### src/rtl/exu_pkg.sv
package exu_pkg;
    localparam int OPC_W = 6;
    localparam int FN_W  = 6;

    localparam logic [OPC_W-1:0] OPC_REG   = 6'd0;
    localparam logic [OPC_W-1:0] OPC_ADDI  = 6'd8;
    localparam logic [OPC_W-1:0] OPC_SLTI  = 6'd10;
    localparam logic [OPC_W-1:0] OPC_ORI   = 6'd13;
    localparam logic [OPC_W-1:0] OPC_LUI   = 6'd15;

    localparam logic [FN_W-1:0]  FN_ADD = 6'd32;
    localparam logic [FN_W-1:0]  FN_SUB = 6'd34;
    localparam logic [FN_W-1:0]  FN_SLT = 6'd42;

    typedef enum logic [2:0] {
        ALU_ADD,
        ALU_SUB,
        ALU_SLT,
        ALU_OR,
        ALU_PASS_B
    } alu_op_e;

    typedef enum logic [1:0] {
        EXT_SIGN,
        EXT_ZERO,
        EXT_UPPER
    } ext_kind_e;

    typedef struct packed {
        alu_op_e   alu_op;
        logic      use_imm;
        ext_kind_e ext_kind;
        logic      bad_op;
    } dec_t;
endpackage

### src/rtl/exu_decode.sv
module exu_decode
    import exu_pkg::*;
(
    input  logic [OPC_W-1:0] opcode,
    input  logic [FN_W-1:0]  funct,
    output dec_t             dec
);
    always_comb begin
        dec          = '0;
        dec.alu_op   = ALU_ADD;
        dec.ext_kind = EXT_SIGN;
        unique case (opcode)
            OPC_REG: begin
                unique case (funct)
                    FN_ADD:  dec.alu_op = ALU_ADD;
                    FN_SUB:  dec.alu_op = ALU_SUB;
                    FN_SLT:  dec.alu_op = ALU_SLT;
                    default: dec.bad_op = 1'b1;
                endcase
            end
            OPC_ADDI: begin
                dec.alu_op  = ALU_ADD;
                dec.use_imm = 1'b1;
            end
            OPC_SLTI: begin
                dec.alu_op  = ALU_SLT;
                dec.use_imm = 1'b1;
            end
            OPC_ORI: begin
                dec.alu_op   = ALU_OR;
                dec.use_imm  = 1'b1;
                dec.ext_kind = EXT_ZERO;
            end
            OPC_LUI: begin
                dec.alu_op   = ALU_PASS_B;
                dec.use_imm  = 1'b1;
                dec.ext_kind = EXT_UPPER;
            end
            default: dec.bad_op = 1'b1;
        endcase
    end
endmodule

### src/rtl/exu_imm_ext.sv
module exu_imm_ext
    import exu_pkg::*;
#(
    parameter int XLEN  = 32,
    parameter int IMM_W = 16
) (
    input  logic [IMM_W-1:0] imm,
    input  ext_kind_e        kind,
    output logic [XLEN-1:0]  imm_ext
);
    localparam int PAD_W = XLEN - IMM_W;

    logic [XLEN-1:0] sext_w;
    logic [XLEN-1:0] zext_w;
    logic [XLEN-1:0] upper_w;

    generate
        if (PAD_W > 0) begin : g_pad
            assign sext_w  = {{PAD_W{imm[IMM_W-1]}}, imm};
            assign zext_w  = {{PAD_W{1'b0}}, imm};
            assign upper_w = {imm, {PAD_W{1'b0}}};
        end else begin : g_nopad
            assign sext_w  = imm[XLEN-1:0];
            assign zext_w  = imm[XLEN-1:0];
            assign upper_w = imm[XLEN-1:0];
        end
    endgenerate

    always_comb begin
        unique case (kind)
            EXT_ZERO:  imm_ext = zext_w;
            EXT_UPPER: imm_ext = upper_w;
            default:   imm_ext = sext_w;
        endcase
    end
endmodule

### src/rtl/exu_alu.sv
module exu_alu
    import exu_pkg::*;
#(
    parameter int XLEN = 32
) (
    input  alu_op_e         op,
    input  logic [XLEN-1:0] a,
    input  logic [XLEN-1:0] b,
    output logic [XLEN-1:0] y
);
    logic [XLEN-1:0] sum_w;
    logic [XLEN-1:0] diff_w;
    logic            lt_w;

    assign sum_w  = a + b;
    assign diff_w = a - b;
    assign lt_w   = $signed(a) < $signed(b);

    always_comb begin
        unique case (op)
            ALU_ADD:    y = sum_w;
            ALU_SUB:    y = diff_w;
            ALU_SLT:    y = {{(XLEN-1){1'b0}}, lt_w};
            ALU_OR:     y = a | b;
            ALU_PASS_B: y = b;
            default:    y = '0;
        endcase
    end
endmodule

### src/rtl/risc_exec_unit.sv
module risc_exec_unit
    import exu_pkg::*;
#(
    parameter int XLEN  = 32,
    parameter int IMM_W = 16
) (
    input  logic             clk,
    input  logic             rst_n,
    input  logic             in_valid,
    input  logic [5:0]       opcode,
    input  logic [5:0]       funct,
    input  logic [XLEN-1:0]  src_a,
    input  logic [XLEN-1:0]  src_b,
    input  logic [IMM_W-1:0] imm,
    output logic             out_valid,
    output logic [XLEN-1:0]  result,
    output logic             zero,
    output logic             equal,
    output logic             illegal
);
    typedef struct packed {
        logic            vld;
        logic [XLEN-1:0] res;
        logic            zf;
        logic            eq;
        logic            bad;
    } stage_t;

    dec_t            dec_w;
    logic [XLEN-1:0] imm_ext_w;
    logic [XLEN-1:0] opnd_b_w;
    logic [XLEN-1:0] alu_y_w;
    logic [XLEN-1:0] res_w;
    stage_t          st_d, st_q;

    exu_decode u_dec (
        .opcode (opcode),
        .funct  (funct),
        .dec    (dec_w)
    );

    exu_imm_ext #(.XLEN(XLEN), .IMM_W(IMM_W)) u_ext (
        .imm     (imm),
        .kind    (dec_w.ext_kind),
        .imm_ext (imm_ext_w)
    );

    assign opnd_b_w = dec_w.use_imm ? imm_ext_w : src_b;

    exu_alu #(.XLEN(XLEN)) u_alu (
        .op (dec_w.alu_op),
        .a  (src_a),
        .b  (opnd_b_w),
        .y  (alu_y_w)
    );

    assign res_w = dec_w.bad_op ? '0 : alu_y_w;

    always_comb begin
        st_d     = st_q;
        st_d.vld = in_valid;
        if (in_valid) begin
            st_d.res = res_w;
            st_d.zf  = (res_w == '0);
            st_d.eq  = (src_a == src_b);
            st_d.bad = dec_w.bad_op;
        end
    end

    always_ff @(posedge clk) begin
        if (!rst_n) st_q <= '0;
        else        st_q <= st_d;
    end

    assign out_valid = st_q.vld;
    assign result    = st_q.res;
    assign zero      = st_q.zf;
    assign equal     = st_q.eq;
    assign illegal   = st_q.bad;

    p_illegal_zero_r8: assert property (@(posedge clk) disable iff (!rst_n)
        illegal |-> (result == '0));

    p_zero_flag_r9: assert property (@(posedge clk) disable iff (!rst_n)
        zero == (result == '0) || !out_valid && $stable(zero));

    p_valid_pulse_r10: assert property (@(posedge clk) disable iff (!rst_n)
        in_valid |=> out_valid);

    p_hold_r10: assert property (@(posedge clk) disable iff (!rst_n)
        !in_valid |=> (!out_valid && $stable(result) && $stable(illegal)));

    p_lui_low_r7: assert property (@(posedge clk) disable iff (!rst_n)
        (in_valid && opcode == OPC_LUI) |=> (result[IMM_W-1:0] == '0));

    p_slt_bool_r3: assert property (@(posedge clk) disable iff (!rst_n)
        (in_valid && opcode == OPC_REG && funct == FN_SLT) |=> (result[XLEN-1:1] == '0));
endmodule

### config.mk
export PLATFORM = sky130hd
export DESIGN_NAME = risc_exec_unit
export DESIGN_NICKNAME = d
export VERILOG_FILES = /design/src/rtl/exu_pkg.sv /design/src/rtl/exu_decode.sv /design/src/rtl/exu_imm_ext.sv /design/src/rtl/exu_alu.sv /design/src/rtl/risc_exec_unit.sv
export SDC_FILE = /design/constraint.sdc
export NUM_CORES = 1
export LEC_CHECK = 0
export BUFFER_PORTS_ARGS = -buffer_cell sky130_fd_sc_hd__buf_2
export CAP_MARGIN = 20
export CORE_MARGIN = 2
export CORE_UTILIZATION = 53
export CTS_CLUSTER_DIAMETER = 60
export DETAILED_ROUTE_END_ITERATION = 10
export PLACE_DENSITY = 0.85
export SLEW_MARGIN = 20
export SYNTH_ARGS = -nofsm -noshare
export SYNTH_HDL_FRONTEND = slang
export SYNTH_SLANG_ARGS = --single-unit
export TNS_END_PERCENT = 5
### constraint.sdc
create_clock -name clk -period 8.8 [get_ports clk]
set_input_delay 2.64 -clock clk [delete_from_list [all_inputs] [get_ports clk]]
set_output_delay 2.64 -clock clk [all_outputs]
set_load 0.01 [all_outputs]
Word-level counts from Yosys, hierarchy flattened
Index checks and enable logic that the tools add are counted.

word-level totals
  output and inout bits = 36
  word-level logic and storage cells = 38
  flip-flop bits (word level) = 36
  input bits = 95

operators by class
  muxes and demuxes = 10
  equality and inequality tests = 14
  $add $sub $neg = 2
  reduce and logical (&&, ||, !) cells = 5
  $lt $le $gt $ge = 1
  bitwise logic cells = 1

operators with widths
  operator                                        count
  one-hot mux 32 bit (5 select lines)             1
  two-way mux 32 bit                              2
  one-hot mux 32 bit (2 select lines)             1
  adder 32 bit                                    1
  == test 32 bit                                  1
  zero test 32 bit                                1
  less-than comparator 32 bit                     1
  bitwise OR 32 bit                               1
  subtractor 32 bit                               1
  == test 6 x 4 -> 1 bit (second input constant)  4
  == test 6 bit (second input constant)           3
  one-hot mux 3 bit (4 select lines)              1
  one-hot mux 2 bit (2 select lines)              2
  == test 3 x 2 -> 1 bit (second input constant)  2
  zero test 6 bit                                 1
  OR reduction 4 bit                              1
  == test 3 x 1 -> 1 bit (second input constant)  1
  == test 3 bit (second input constant)           1
  zero test 3 bit                                 1
  OR reduction 3 bit                              1
  == test 2 x 1 -> 1 bit (second input constant)  1
  == test 2 bit (second input constant)           1
  two-way mux 1 bit                               2
  one-hot mux 1 bit (2 select lines)              1

Longest topological paths before layout
  word-level depth = 9
  depth in mapped cells = 26
  gate-level depth less buffers = 21

By module
From an unflattened synthesis, not the netlist that was laid out.

second synthesis, totals
  cells, all modules = 964
  area total of the unflattened synthesis = 6985.4 µm²

by module, submodules not included
  module          seq. area each (µm²)  area each (µm²)  cells each  instances
  exu_alu         0.0                   4350.4           659         1
  risc_exec_unit  720.7                 2168.3           241         1
  exu_imm_ext     0.0                   321.6            43          1
  exu_decode      0.0                   145.1            21          1

Worst setup path before layout
Ideal clock, no wire load.

  path kind = input-to-reg
  start point = input port opcode[5]
  end point = register st_q (netlist bit zero)
  cell stages on the path = 23
  slack = 0.234 ns
  buffers on the path = 4
  required time = 8.713 ns
  data arrival time = 8.479 ns
  setup time = 0.087 ns
  cells stage by stage = nor3b_1 > and3_1 > clkbuf_1 > clkinv_1 > clkbuf_1 > buf_1 > ha_1 > o21a_1 > a211oi_1 > a22oi_1 > ha_1 > clkbuf_1 > nor2b_1 > a2111oi_0 > a211oi_1 > a211oi_1 > a211oi_1 > or2_2 > a21oi_1 > xor2_1 > a221o_1 > a21o_1 > o31ai_1

on the way
  cells in the longest elaborated chain, start to end = 9
  elaborated cells on any way between the ends = 26
  classes of those cells = 2 x add/sub; 1 x order compare; 10 x eq/ne; 8 x mux; 1 x bitwise; 4 x reduce/logical

ends and longest elaborated chain
  what                                                            line                  RTL
  start, declared                                                 risc_exec_unit.sv:10  input logic [5:0] opcode,
  == test 6 x 4 -> 1 bit                                          exu_decode.sv:12      unique case (opcode)
  one-hot mux 2 bit (2 select lines)                              exu_decode.sv:12
  == test 2 bit / == test 2 x 1 -> 1 bit (equally long branches)  exu_imm_ext.sv:30     unique case (kind)
  one-hot mux 32 bit (2 select lines)                             exu_imm_ext.sv:30
  two-way mux 32 bit                                              risc_exec_unit.sv:48  assign opnd_b_w = dec_w.use_imm ? imm_ext_w : src_b;
  subtractor 32 bit (tied with other cells)                       exu_alu.sv:16         assign diff_w = a - b;
  one-hot mux 32 bit (5 select lines)                             exu_alu.sv:20         unique case (op)
  two-way mux 32 bit *                                            risc_exec_unit.sv:57  assign res_w = dec_w.bad_op ? '0 : alu_y_w;
  zero test 32 bit *                                              risc_exec_unit.sv:64  st_d.zf = (res_w == '0);
  end signal, assigned                                            risc_exec_unit.sv:72  else st_q <= st_d;
  end, declared                                                   risc_exec_unit.sv:34  stage_t st_d, st_q;

Mark *: on every way between the ends. The rest lies on a longest branch, timed or not.
A chain may end at the register's enable or synchronous reset.

Worst setup path in the final report
Same ends and word-level chain as after synthesis.

==> key figures <==
Logic synthesis
  – Synth top area cells: ha_1 (16%), dfxtp_1 (9.6%), a21oi_1 (6.1%), xnor2_1 (5.5%), inv_1 (5.2%)
  – Post-synthesis adder-cell area fraction: 16.8%
  – Ys async rst share: 0%
  – Mux cell area share after synthesis: 3.87%
  – Mapped cell area: 7520 um^2
  – Cell taking the most area after synthesis: ha_1
  – Top_reg_cell synth: dfxtp_1
  – Main combinational cell family by area after synthesis: compound AO/OA/AOI/OAI gates
  – Sequential cell area fraction in the yosys report: 9.58%
  – Simple-gate share of the synthesized area: 23.3%
  – Synth Warn #: 0
  – Cells after synthesis: 1080
  – Flops & latches, synth: 36
  – EDFF count, synth: 0
  – Post-synth top area share: 16.3%
  – XOR/XNOR Fraction of Synth Area: 6.40%
  – Syn nets: 1275
  – Compound-cell area share of the yosys netlist: 31.5%
  – Synth cell types: 69
  – Avg Cell Area, Syn: 6.97 um^2

Global route
  – Initial antenna violation count: 1
  – Vias in the first global route: 8250
  – First-pass GRT wire length: 47.1 mm
  – Total gr overflow: 0
  – Gr usage total: 41.6%
  – Largest net degree at the start of global routing: 47

Detailed routing
  – Antenna Nets Post-Route: 0
  – Average wire per standard cell: 23.7 um
  – Vias/cell: 6.66
  – 1st-iter DRT viols: 1248
  – Drt first pass iters: 6
  – Vias: 9120
  – DRC Markers: 0
  – WL final: 32.4 mm

Place
  – Placed Area: 8410 um^2
  – RePlAce Congestion: 1.02
  – Placed Instances: 1360
  – Buffers on Ports: 130
  – DP HPWL: 25.7 mm

Timing
  – Final hold vios: 0
  – Unrepaired setup endpoints after global routing: no
  – Worst Skew: 0 ns
  – Setup tns final: 0 ns
  – Final worst path period need: 8.42 ns
  – F_max: 0.119 GHz
  – Slew margin rel.: 27.7%
  – Fin. max-slew vios: 0
  – Final Cycle Share: 95.7%
  – Final setup violation count: 0
  – Slew at the pin closest to its max-slew limit: 1.08 ns

Pwr
  – Leakage Power: 4.00 nW
  – Peak VDD IR: 0.0788 mV
  – PD cells: 104 nW/um^2

Layout
  – Fin util: 61.8%
  – Commonest non-fill, non-tap cell in the layout: buf_2
  – NumNets Final: 1383
  – Final instance area: 8580 um^2
  – Share of layout cells above drive strength 1: 15.7%
  – Area growth, synth to finish: 14.0%
  – Non-Filler Instances: 1370
  – Most frequent cells in the layout: buf_2 (130), inv_1 (105), ha_1 (98)

Clock tree
  – Clk pin slew, worst setup/hold paths: 0.06 ns
  – # clock sinks: 36
  – CTS tree: done
  – CTS H-tree lvls: 2
  – CTS Root Cell: clkbuf_16
  – Clk Latency, worst-skew pair: 0.28 ns
  – Post-CTS setup repair buffer count: 0
  – Total CTS buffers: 5
  – Clk buf depth: 2

Floorplan
  – Core ar.: 13900 um^2
  – Io pins: 131
  – Die span in y: 123 um
  – Row count: 43
  – Initial core utilization: 54.2%
  – Die Wd: 123 um
  – Die footprint: 15200 um^2

Setup path
  – Slowest cell on crit path: fa_1
  – CP peak stage delay: 0.47 ns
  – Crit-path cells: buf_2 -> or3b_4 -> or3_1 -> ha_1 -> nor2_1 -> a211oi_1 -> buf_4 -> a22oi_1 -> inv_1 -> fa_1 -> nor2_1 -> o311ai_0 -> buf_4 -> nor4b_1 -> o31ai_1 -> a21oi_1 -> a21oi_1 -> nor4_1 -> nand4b_1 -> nor4_1 -> nand4bb_1 -> o31ai_1
  – Crit path DAT: 8.61 ns
  – Reg2Reg Setup Slack: 8.04 ns
  – Worst Setup End Kind: flip-flop
  – Critical path fanouts, max: 10
  – Startpoint types: input pin
  – Crit path kind: input pin to flip-flop
  – Worst path required time: 8.99 ns

Flow run
  – Max-Cap Viols: 0

Run status
  – Status: finished, final reports clean

Hold path
  – Worst hold-check path type: flip-flop to flip-flop
==> layout make-up <==
type / count / area (um^2)
Multi-Input combinational cell: 876 / 6170
Fill cell: 1358 / 5310
Timing Repair Buffer: 161 / 896
Sequential cell: 36 / 721
Inverter: 108 / 405
Tap cell: 180 / 225
Clock buffer: 7 / 153
Antenna cell: 2 / 5.00
==> per-stage QoR <==
step | hold slack (ns) | total power [mW] | worst slack (ns)
3_5_place_dp | 0.470 | 0.689 | 0.332
6_report | 0.481 | 0.894 | 0.382
3_3_place_gp | 0.468 | 0.691 | 0.396
4_1_cts | 0.480 | 0.872 | 0.590
5_1_grt | 0.506 | 0.934 | 0.0502
2_1_floorplan | 0.499 | 0.511 | 0.234
==> registers in the layout, summed over array words and instances, names as in the netlist <==
signal     count
equal          1
zero           1
result        32
out_valid      1
illegal        1
==> logic make-up (layout without fill, tap and decap cells) <==
family,Yosys count,after routing
AO/OA/AOI/OAI,351,351
AND/OR/NAND/NOR,341,341
buffers and inverters,168,276
adder cells (fa/ha/maj),100,100
XOR/XNOR,55,55
flip-flops,36,36
multiplexers,29,29
other,0,2
==> repair_timing <==
action	4_1_cts	5_1_grt
setup endpoints to repair	0	1
hold buffers	0	0
resized for setup	0	1
==> synthesized netlist by cell type, types with 8 or more instances <==
| master | n |
|---|---|
| nand2b_1 | 18 |
| nand2_1 | 55 |
| nor2b_1 | 32 |
| a211oi_1 | 16 |
| nor2_1 | 89 |
| o31ai_1 | 18 |
| dfxtp_1 | 36 |
| o211ai_1 | 14 |
| a31oi_1 | 13 |
| o21a_1 | 13 |
| a221oi_1 | 9 |
| o22ai_1 | 29 |
| clkbuf_1 | 52 |
| nor3_1 | 33 |
| a21o_1 | 14 |
| or2_2 | 8 |
| a21boi_0 | 9 |
| nor4_1 | 20 |
| xnor2_1 | 47 |
| ha_1 | 98 |
| xor2_1 | 8 |
| or3_1 | 9 |
| o221ai_1 | 10 |
| mux2i_1 | 28 |
| and2_1 | 14 |
| a21oi_1 | 92 |
| nand4_1 | 19 |
| o21ai_0 | 40 |
| a22oi_1 | 11 |
| inv_1 | 105 |
| nand3_1 | 22 |
==> report_power, final <==
group | switching, mW | internal [mW] | leakage (nW) | total (mW)
combinational | 0.344 | 0.197 | 3.63 | 0.541
clock | 0.0651 | 0.119 | 0.0760 | 0.184
sequential | 0.00196 | 0.167 | 0.291 | 0.169
total | 0.411 | 0.483 | 4.00 | 0.894
==> final timing paths <==
kind         cells after the start    endpoint  startpoint
max                             22        zero   opcode[5]
min                              2   result[3]   result[3]
max reg2reg                      3  result[18]  result[18]
min reg2reg                      2   result[3]   result[3]
==> worst max-delay path: cells and delay by family <==
family	cells	cell delay (ns)
simple gates	9	2.56
compound gates	7	1.82
fa+ha+maj	2	0.90
buf+inv	4	0.65
==> layer usage <==
metal	track usage (%)	wire [um]	vias up
met5	0	0	-
met4	23.1	2010	0
met3	7.10	3310	129
met2	65.6	14400	629
met1	53.8	12700	4212
li1	-	-	4150
No activity file was read; power rests on OpenSTA's default activity.
